[src/rtl/strap_uart_pkg.sv]
`timescale 1ns/1ps
package strap_uart_pkg;

  localparam int unsigned MAX_BITS = 8;

  typedef struct packed {
    logic [1:0] len_code;
    logic       even_par;
    logic       two_stop;
    logic       no_par;
  } frame_fmt_t;

  // data bits per character: 5 + code
  function automatic logic [3:0] fmt_width(input logic [1:0] code);
    return 4'd5 + {2'b00, code};
  endfunction

  // data bits plus optional parity bit
  function automatic logic [3:0] fmt_body_bits(input frame_fmt_t f);
    return fmt_width(f.len_code) + (f.no_par ? 4'd0 : 4'd1);
  endfunction

  function automatic logic fmt_parity(input logic [MAX_BITS-1:0] d, input frame_fmt_t f);
    logic acc;
    acc = 1'b0;
    for (int i = 0; i < int'(MAX_BITS); i++)
      if (i < int'(fmt_width(f.len_code))) acc = acc ^ d[i];
    return acc ^ ~f.even_par;
  endfunction

  // stop time in ticks: one, two, or one and a half bits
  function automatic int unsigned fmt_stop_ticks(input frame_fmt_t f, input int unsigned ovs);
    if (!f.two_stop) return ovs;
    if (f.len_code == 2'b00) return ovs + ovs / 2;
    return 2 * ovs;
  endfunction

endpackage

[src/rtl/strap_uart_tx.sv]
`timescale 1ns/1ps
module strap_uart_tx
  import strap_uart_pkg::*;
#(
  parameter int unsigned OVS = 16
) (
  input  logic                clk,
  input  logic                rst,
  input  logic                tick,
  input  frame_fmt_t          fmt,
  input  logic                load,
  input  logic [MAX_BITS-1:0] din,
  output logic                line,
  output logic                tbmt,
  output logic                eoc
);
  localparam int unsigned CW = $clog2(OVS);
  localparam int unsigned SW = $clog2(2 * OVS + 1);
  localparam int unsigned BW = MAX_BITS + 1;
  localparam int unsigned LW = 4;

  logic                load_q;
  logic                load_rise;
  logic [MAX_BITS-1:0] hold_q;
  logic                tbmt_q, eoc_q, line_q, busy_q, stop_q;
  logic [CW-1:0]       tcnt_q;
  logic [SW-1:0]       scnt_q, stop_len;
  logic [BW-1:0]       shr_q, body;
  logic [LW-1:0]       left_q, body_len;
  logic                start_ev, bit_end, stop_end;

  assign load_rise = load & ~load_q;
  assign start_ev  = tick & ~busy_q & ~tbmt_q;
  assign bit_end   = tick & busy_q & ~stop_q & (tcnt_q == CW'(OVS - 1));
  assign stop_len  = SW'(fmt_stop_ticks(fmt, OVS));
  assign stop_end  = tick & busy_q & stop_q & (scnt_q == stop_len - 1'b1);
  assign body_len  = fmt_body_bits(fmt);

  // data bits right-justified, parity appended just above the last one
  always_comb begin
    body = '0;
    for (int i = 0; i < int'(MAX_BITS); i++)
      if (i < int'(fmt_width(fmt.len_code))) body[i] = hold_q[i];
    if (!fmt.no_par) body[fmt_width(fmt.len_code)] = fmt_parity(hold_q, fmt);
  end

  always_ff @(posedge clk) begin
    load_q <= load;
    if (rst) begin
      hold_q <= '0;
      tbmt_q <= 1'b1;
      eoc_q  <= 1'b1;
      line_q <= 1'b1;
      busy_q <= 1'b0;
      stop_q <= 1'b0;
      tcnt_q <= '0;
      scnt_q <= '0;
      left_q <= '0;
      shr_q  <= '0;
    end else begin
      if (load_rise) hold_q <= din;
      if (load_rise)     tbmt_q <= 1'b0;
      else if (start_ev) tbmt_q <= 1'b1;

      if (start_ev) begin
        busy_q <= 1'b1;
        eoc_q  <= 1'b0;
        line_q <= 1'b0;
        tcnt_q <= '0;
        shr_q  <= body;
        left_q <= body_len;
      end else if (tick && busy_q) begin
        if (!stop_q) begin
          tcnt_q <= bit_end ? '0 : tcnt_q + 1'b1;
          if (bit_end) begin
            if (left_q != '0) begin
              line_q <= shr_q[0];
              shr_q  <= shr_q >> 1;
              left_q <= left_q - 1'b1;
            end else begin
              stop_q <= 1'b1;
              line_q <= 1'b1;
              scnt_q <= '0;
            end
          end
        end else begin
          scnt_q <= scnt_q + 1'b1;
          if (stop_end) begin
            busy_q <= 1'b0;
            stop_q <= 1'b0;
            eoc_q  <= 1'b1;
          end
        end
      end
    end
  end

  assign line = line_q;
  assign tbmt = tbmt_q;
  assign eoc  = eoc_q;


  tbmt_fall_chk: assert property (@(posedge clk) disable iff (rst)
    $fell(tbmt_q) |-> $past(load_rise));

  idle_high_chk: assert property (@(posedge clk) disable iff (rst)
    eoc_q |-> line_q);

  start_bit_chk: assert property (@(posedge clk) disable iff (rst)
    $fell(eoc_q) |-> !line_q);

endmodule

[src/rtl/strap_uart_rx.sv]
`timescale 1ns/1ps
module strap_uart_rx
  import strap_uart_pkg::*;
#(
  parameter int unsigned OVS = 16
) (
  input  logic                clk,
  input  logic                rst,
  input  logic                tick,
  input  frame_fmt_t          fmt,
  input  logic                sin,
  input  logic                rdav_n,
  output logic [MAX_BITS-1:0] data,
  output logic                dav,
  output logic                ovr,
  output logic                frm,
  output logic                perr
);
  localparam int unsigned CW   = $clog2(OVS);
  localparam int unsigned HALF = OVS / 2;

  typedef enum logic [1:0] {RX_IDLE, RX_START, RX_BODY, RX_STOP} rx_state_t;

  rx_state_t           st_q;
  logic                s1_q, s2_q, last_q;
  logic [CW-1:0]       cnt_q;
  logic [3:0]          idx_q;
  logic [MAX_BITS-1:0] buf_q, hold_q;
  logic                pbit_q, dav_q, ovr_q, frm_q, perr_q;
  logic                fall_ev, mid_start, start_reject, mid_bit, xfer, par_bad;

  assign fall_ev      = tick && (st_q == RX_IDLE) && last_q && !s2_q;
  assign mid_start    = tick && (st_q == RX_START) && (cnt_q == CW'(HALF - 1));
  assign start_reject = mid_start && s2_q;
  assign mid_bit      = tick && ((st_q == RX_BODY) || (st_q == RX_STOP)) &&
                        (cnt_q == CW'(OVS - 1));
  assign xfer         = mid_bit && (st_q == RX_STOP);
  assign par_bad      = !fmt.no_par && (pbit_q != fmt_parity(buf_q, fmt));

  always_ff @(posedge clk) begin
    if (rst) begin
      s1_q   <= 1'b1;
      s2_q   <= 1'b1;
      last_q <= 1'b1;
      st_q   <= RX_IDLE;
      cnt_q  <= '0;
      idx_q  <= '0;
      buf_q  <= '0;
      pbit_q <= 1'b0;
      hold_q <= '0;
      dav_q  <= 1'b0;
      ovr_q  <= 1'b0;
      frm_q  <= 1'b0;
      perr_q <= 1'b0;
    end else begin
      s1_q <= sin;
      s2_q <= s1_q;
      unique case (st_q)
        RX_IDLE: if (tick) begin
          last_q <= s2_q;
          if (fall_ev) begin
            st_q  <= RX_START;
            cnt_q <= '0;
          end
        end
        RX_START: if (tick) begin
          if (mid_start) begin
            cnt_q <= '0;
            if (s2_q) begin
              st_q   <= RX_IDLE;
              last_q <= 1'b1;
            end else begin
              st_q  <= RX_BODY;
              idx_q <= '0;
              buf_q <= '0;
            end
          end else begin
            cnt_q <= cnt_q + 1'b1;
          end
        end
        RX_BODY: if (tick) begin
          if (mid_bit) begin
            cnt_q <= '0;
            if (idx_q < fmt_width(fmt.len_code)) buf_q[idx_q[2:0]] <= s2_q;
            else                                 pbit_q <= s2_q;
            idx_q <= idx_q + 1'b1;
            if (idx_q == fmt_body_bits(fmt) - 4'd1) st_q <= RX_STOP;
          end else begin
            cnt_q <= cnt_q + 1'b1;
          end
        end
        RX_STOP: if (tick) begin
          if (mid_bit) begin
            cnt_q  <= '0;
            st_q   <= RX_IDLE;
            last_q <= s2_q;
          end else begin
            cnt_q <= cnt_q + 1'b1;
          end
        end
        default: st_q <= RX_IDLE;
      endcase

      if (xfer) begin
        hold_q <= buf_q;
        dav_q  <= 1'b1;
        ovr_q  <= dav_q & rdav_n;
        frm_q  <= ~s2_q;
        perr_q <= par_bad;
      end else if (!rdav_n) begin
        dav_q <= 1'b0;
      end
    end
  end

  assign data = hold_q;
  assign dav  = dav_q;
  assign ovr  = ovr_q;
  assign frm  = frm_q;
  assign perr = perr_q;


  xfer_sets_chk: assert property (@(posedge clk) disable iff (rst)
    xfer |=> dav_q);

  dav_clear_chk: assert property (@(posedge clk) disable iff (rst)
    (!rdav_n && !xfer) |=> !dav_q);

  no_par_quiet_chk: assert property (@(posedge clk) disable iff (rst)
    (xfer && fmt.no_par) |=> !perr_q);

  noise_reject_chk: assert property (@(posedge clk) disable iff (rst)
    (start_reject && rdav_n) |=> $stable(dav_q));

endmodule

[src/rtl/strap_uart.sv]
`timescale 1ns/1ps
module strap_uart
  import strap_uart_pkg::*;
#(
  parameter int unsigned OVS = 16
) (
  input  logic       clk,
  input  logic       ext_rst,
  input  logic       tx_tick16,
  input  logic       rx_tick16,
  input  logic       ctl_strobe,
  input  logic [1:0] ctl_len,
  input  logic       ctl_even,
  input  logic       ctl_two_stop,
  input  logic       ctl_no_par,
  input  logic [7:0] tx_data,
  input  logic       tx_load,
  output logic       tx_serial,
  output logic       tx_empty,
  output logic       tx_done,
  input  logic       rx_serial,
  input  logic       dav_clr_n,
  output logic       rx_ready,
  output logic       rx_overrun,
  output logic       rx_frame_err,
  output logic       rx_parity_err,
  input  logic       rd_data_n,
  input  logic       rd_stat_n,
  output logic [7:0] rd_bus,
  output logic       rd_bus_oe
);
  frame_fmt_t          fmt_q;
  logic [MAX_BITS-1:0] rx_char;
  logic [7:0]          stat_word;

  // control latch: follows inputs while strobe is high, untouched by ext_rst
  always_ff @(posedge clk) begin
    if (ctl_strobe) fmt_q <= '{len_code: ctl_len, even_par: ctl_even,
                               two_stop: ctl_two_stop, no_par: ctl_no_par};
  end

  strap_uart_tx #(.OVS(OVS)) u_tx (
    .clk (clk), .rst (ext_rst), .tick (tx_tick16), .fmt (fmt_q),
    .load(tx_load), .din (tx_data),
    .line(tx_serial), .tbmt(tx_empty), .eoc (tx_done)
  );

  strap_uart_rx #(.OVS(OVS)) u_rx (
    .clk (clk), .rst (ext_rst), .tick (rx_tick16), .fmt (fmt_q),
    .sin (rx_serial), .rdav_n(dav_clr_n),
    .data(rx_char), .dav (rx_ready), .ovr (rx_overrun),
    .frm (rx_frame_err), .perr(rx_parity_err)
  );

  assign stat_word = {3'b000, tx_empty, rx_ready, rx_overrun, rx_frame_err, rx_parity_err};
  assign rd_bus_oe = ~rd_data_n | ~rd_stat_n;

  always_comb begin
    if (!rd_stat_n)      rd_bus = stat_word;
    else if (!rd_data_n) rd_bus = rx_char;
    else                 rd_bus = '0;
  end


  ext_reset_chk: assert property (@(posedge clk) disable iff (ext_rst)
    $past(ext_rst) |-> (tx_serial && tx_done && tx_empty && !rx_ready &&
                        !rx_overrun && !rx_frame_err && !rx_parity_err));

endmodule

[config.mk]
export PLATFORM = sky130hd
export DESIGN_NAME = strap_uart
export DESIGN_NICKNAME = d
export VERILOG_FILES = /design/src/rtl/strap_uart_pkg.sv /design/src/rtl/strap_uart_tx.sv /design/src/rtl/strap_uart_rx.sv /design/src/rtl/strap_uart.sv
export SDC_FILE = /design/constraint.sdc
export NUM_CORES = 1
export LEC_CHECK = 0
export ABC_CLOCK_PERIOD_IN_PS = 8400
export CORE_ASPECT_RATIO = 0.6
export CORE_UTILIZATION = 64
export CTS_BUF_LIST = sky130_fd_sc_hd__clkbuf_4 sky130_fd_sc_hd__clkbuf_8
export CTS_CLUSTER_SIZE = 12
export DETAILED_ROUTE_END_ITERATION = 7
export PLACE_DENSITY = 0.88
export SETUP_SLACK_MARGIN = 0.5
export SLEW_MARGIN = 5
export SYNTH_ARGS = -nofsm -noshare
export SYNTH_HDL_FRONTEND = slang
export SYNTH_SLANG_ARGS = --single-unit
[constraint.sdc]
create_clock -name clk -period 8.4 [get_ports clk]
set_clock_uncertainty 0.2 [all_clocks]
set_input_delay 1.26 -clock clk [delete_from_list [all_inputs] [get_ports clk]]
set_output_delay 1.26 -clock clk [all_outputs]
set_load 0.01 [all_outputs]
---- Word level (Yosys, flattened, before mapping) ----
Cells that the tools add are included.
storage, ports and cells
  ROM bits ................................ 0
  output and inout bits ................... 16
  word-level logic and storage cells ...... 272
  bits of input ports ..................... 23
  latch bits .............................. 0
  bits in registers ....................... 76
  bits in writable memories ............... 0
  memories kept ........................... 0
cells by class
  div/mod/pow operators ................... 0
  reductions and logical operators ........ 41
  mux-type cells .......................... 120
  add/subtract/negate cells ............... 9
  bitwise logic cells ..................... 36
  $mul .................................... 0
  equality and inequality tests ........... 25
  shift-type cells ........................ 0
  order comparisons ....................... 13
operators by type and width
  kind                                                        count
  2-to-1 mux 4 bit                                            17
  2-to-1 mux 8 bit                                            8
  2-to-1 mux 1 bit                                            63
  2-to-1 mux 9 bit                                            6
  2-to-1 mux 6 bit                                            5
  2-to-1 mux 2 bit                                            10
  less-than comparator 3 x 4 -> 1 bit (first input constant)  4
  != test 2 x 1 -> 1 bit (second input constant)              8
  != test 2 bit (second input constant)                       8
  case mux 8 bit (2 select lines)                             1
  AND reduction 4 bit                                         4
  nonzero test 2 bit                                          8
  XOR 1 bit                                                   16
  AND reduction 7 bit                                         2
  adder 4 x 1 -> 4 bit (second input constant)                3
  logical AND 1 bit                                           12
  case mux 4 bit (3 select lines)                             1
  2-to-1 mux 5 bit                                            2
  NOT 1 bit                                                   10
  AND 1 bit                                                   9
  bitwise mux 9 bit                                           1
  AND reduction 9 bit                                         1
  bitwise mux 8 bit                                           1
  == test 4 bit (second input constant)                       2
  33 further kinds                                            42

---- Logic depth before layout (Yosys ltp) ----
  depth after elaboration ................. 29
  depth in mapped cells ................... 11
  gate-level depth less buffers ........... 11

---- Cells and area by module ----
Synthesis repeated with hierarchy kept, for this count alone.
unflattened totals
  cell total of the unflattened synthesis .. 473
  area, all modules ....................... 4,122.7 um^2
modules (own cells, without submodules)
  module         area each (um^2)  sequential area each (um^2)  instances  cells an instance
  strap_uart_rx  1,936.9           680.7                        1          227
  strap_uart_tx  1,936.9           740.7                        1          229
  strap_uart     249.0             150.1                        1          17

---- Worst setup path after synthesis ----
No wires, ideal clock.
  path kind ............................... input port to output port
  start point ............................. input port rd_stat_n
  end point ............................... output port rd_bus[0]
  data required time ...................... 6.940 ns
  setup slack ............................. 5.223 ns
  cell stages on the path ................. 2
  arrival time ............................ 1.717 ns
  buffers on the path ..................... 1
  path through ............................ clkbuf_1 > o21ai_0
between the ends
  word-level cells in the longest chain between the ends .. 1
RTL lines
  what              line              source
  from (decl)       strap_uart.sv:28  input logic rd_stat_n,
  2-to-1 mux 8 bit  strap_uart.sv:59  if (!rd_stat_n) rd_bus = stat_word;
  to (decl)         strap_uart.sv:29  output logic [7:0] rd_bus,
No other way between the ends.

---- Worst setup path after layout ----
  start point ............................. input port rd_stat_n
  end point ............................... output port rd_bus[5]
Same word-level chain as after synthesis.

==> impl_metrics.toml <==
[route]
drt-wirelength-per-cell_um = 14.8
dr.pass1.iters = 5
drc = 0
drt_iter0_drc = 373
vias = 3331
final_antenna_net_count = 0
via_per_inst = 5.84
drt_wl_total_um = 8410

[floorplan]
ios = 39
rows = 21
die_width_um = 103
start_util_pct = 68.1
die_h_um = 62.3
dieArea_um2 = 6390
coreArea_um2 = 5700

[run]
drv_cap = 0

[sta]
rsz0062_at_grt = "false"
period_share_pct = 51.7
finalSetupTns_ns = 0
fmaxAchievable_ghz = 0.230
period_needed_ns = 4.34
drv_slew = 0
hold_viol_final = 0
tightest_slew_ns = 0.817
finalSetupViolations = 0
max_slew_margin_pct = 45.3

[logic_synthesis]
synthDistinctLibCells = 63
async_flop_share_pct = 0
synth_seq_cells = 76
synth_top_area_cell = "dfxtp_1"
synthTopCellsByArea = "dfxtp_1 37%, nand2_1 7.1%, a21oi_1 5.2%, ha_1 4.8%, edfxtp_1 3.9%"
syn_inst = 456
avgSynthCellArea_um2 = 8.51
synthFlopType = "dfxtp_1"
synth_nets = 495
seq_area_frac_synth_pct = 40.5
yosysTopAreaCellShare_pct = 36.6
synth_common_cells = "73 x nand2_1, 71 x dfxtp_1, 40 x a21oi_1"
synth.most_common_cell = "nand2_1"
synth.cell_area_um2 = 3880
synth-edff-count = 5
yosysWarnings = 0

[layout]
drive_above_1_share_pct = 7.14
areaGrowthSynthToFinish_pct = 14.7
final.fill_count = 414
diodes = 0
nNetsFinal = 524
final_area_um2 = 4450

[critical_path]
path_buf_inv = 2
cp-start-kind = "input pin"
slowest_delay_ns = 0.70
cp_data_required_time_ns = 6.94
cp.arrival_ns = 2.88
critPathTopFamily = "buffers and inverters"
crit_chain = "clkdlybuf4s50_1 > nor2b_1 > and2_1 > clkdlybuf4s50_1"
slowest_stage = "clkdlybuf4s50_1"
cp_max_fo = 12
path_common_cell = "clkdlybuf4s50_1"
end_kind = "primary output"
worstSetupPathType = "in -> out"

[pwr]
power.density_nw_per_um2 = 162
vdd_drop_max_mv = 0.138
p_clk_share_pct = 35.5
switchingPower_mw = 0.180
switching_share_pct = 24.9
power_frac_comb_pct = 11.6
p_int_mw = 0.541
p_seq_share_pct = 52.9
p_leak_nw = 1.62

[grt]
grt_max_degree = 63
gr-total-overflow = 0
grt_pass1_vias = 3185
grtUsageTotal_pct = 30.2
grt_pass1_wl_um = 14700
antenna_found_initial = 0

[clock_network]
clkTransAtPathRegs_ns = 0.07
cts_tree = "done"
cts_inserted_buffers = 9
clk_path_buf_depth = 2
clockRootBuffer = "clkbuf_8"
cts-resized-gates = 0
hold_buffers = 0
clkSinkCount = 76
htreeDepth = 3
post_cts_buffers = 0
clk_latency_ns = 0.36

[status]
status = "finished, final reports clean"

[placement]
gp_congestion = 0.851
portBuffers = 38
place_hpwl_um = 6040
placed_area_um2 = 4280

[worst_hold_path]
min_path_type = "reg -> reg"
[state kept, by name, indices dropped and copies added (netlist names), 4 cells and up, named ones only]
name         flops
u_tx.scnt_q      6
u_tx.shr_q       9
u_rx.data        8
u_tx.left_q      4
u_tx.tcnt_q      4
u_rx.cnt_q       4
fmt_q            5
u_rx.idx_q       4
u_tx.hold_q      8
u_rx.buf_q       8
[metal layers]
metal,wire [um],global-route usage [%]
met3,571,7.21
met4,135,12.9
met1,4090,43.3
met5,0,0
met2,3620,43.2
[through the flow]
step | util, % | setup slack [ns] | hold WS (ns) | std cells | power [mW]
after CTS | 78.1 | 4.04 | 0.225 | 570 | 0.724
after floorplan | - | 5.22 | 0.189 | 456 | 0.444
after global routing | 78.1 | 3.95 | 0.248 | 570 | 0.749
after global placement | 75.0 | 4.15 | 0.199 | 554 | 0.468
after detailed placement | 75.0 | 4.05 | 0.210 | 554 | 0.472
final | 78.1 | 4.06 | 0.220 | 570 | 0.721
[cell type report]
class | count | area (um^2) | share of cell area (%)
multi-input combinational | 342 | 2160 | 48.4
sequential | 76 | 1570 | 35.3
timing repair buffer | 39 | 383 | 8.60
clock buffer | 14 | 168 | 3.77
tap | 80 | 100 | 2.25
inverter | 17 | 63.8 | 1.43
clock inverter | 2 | 10.0 | 0.225
[layout by cell type, fill, tap and decap left out, drive strengths merged, types with 3 or more instances in the layout]
master	Yosys	final
clkdlybuf4s50	0	37
o21ai	17	17
ha	15	15
nand2	73	73
nand3	10	10
a211oi	5	5
or2	6	6
nand2b	10	10
edfxtp	5	5
nor3b	5	5
or4	3	3
inv	17	17
nand4	6	6
dfxtp	71	71
nor2b	9	9
nor2	40	40
clkbuf	15	14
and2	3	3
nand3b	8	8
o31ai	3	3
mux2i	10	10
nor3	11	11
a311oi	6	6
a21oi	40	40
xor2	9	9
o211ai	3	3
nor4	5	5
xnor2	16	16
[power groups by stage]
stage	clock network [mW]	registers [mW]	logic (mW)
2_1_floorplan	0	0.387	0.0571
3_3_place_gp	0	0.389	0.0796
3_5_place_dp	0	0.389	0.0825
4_1_cts	0.259	0.381	0.0831
5_1_grt	0.274	0.382	0.0931
6_report	0.256	0.381	0.0839
[worst paths after layout]
| path | startpoint | end | slack (ns) | depth (start not counted) |
|---|---|---|---|---|
| max reg2reg | fmt_q[3] | u_rx.st_q[0] | 5.33 | 10 |
| min reg2reg | u_rx.s1_q | u_rx.s2_q | 0.22 | 1 |
| max | rd_stat_n | rd_bus[5] | 4.06 | 4 |
| min | u_rx.s1_q | u_rx.s2_q | 0.22 | 1 |
[cells by family (layout without fill, tap and decap cells)]
kind of cell	count (synthesis)	after routing	synth area share [%]
buffers and inverters	38	72	3.96
XOR/XNOR	27	27	6.80
AND/OR/NAND/NOR	195	195	25.5
multiplexers	11	11	2.87
adder cells (fa/ha/maj)	17	17	5.64
flip-flops	76	76	40.5
AO/OA/AOI/OAI	92	92	14.8
No activity file was read; power rests on OpenSTA's default activity.
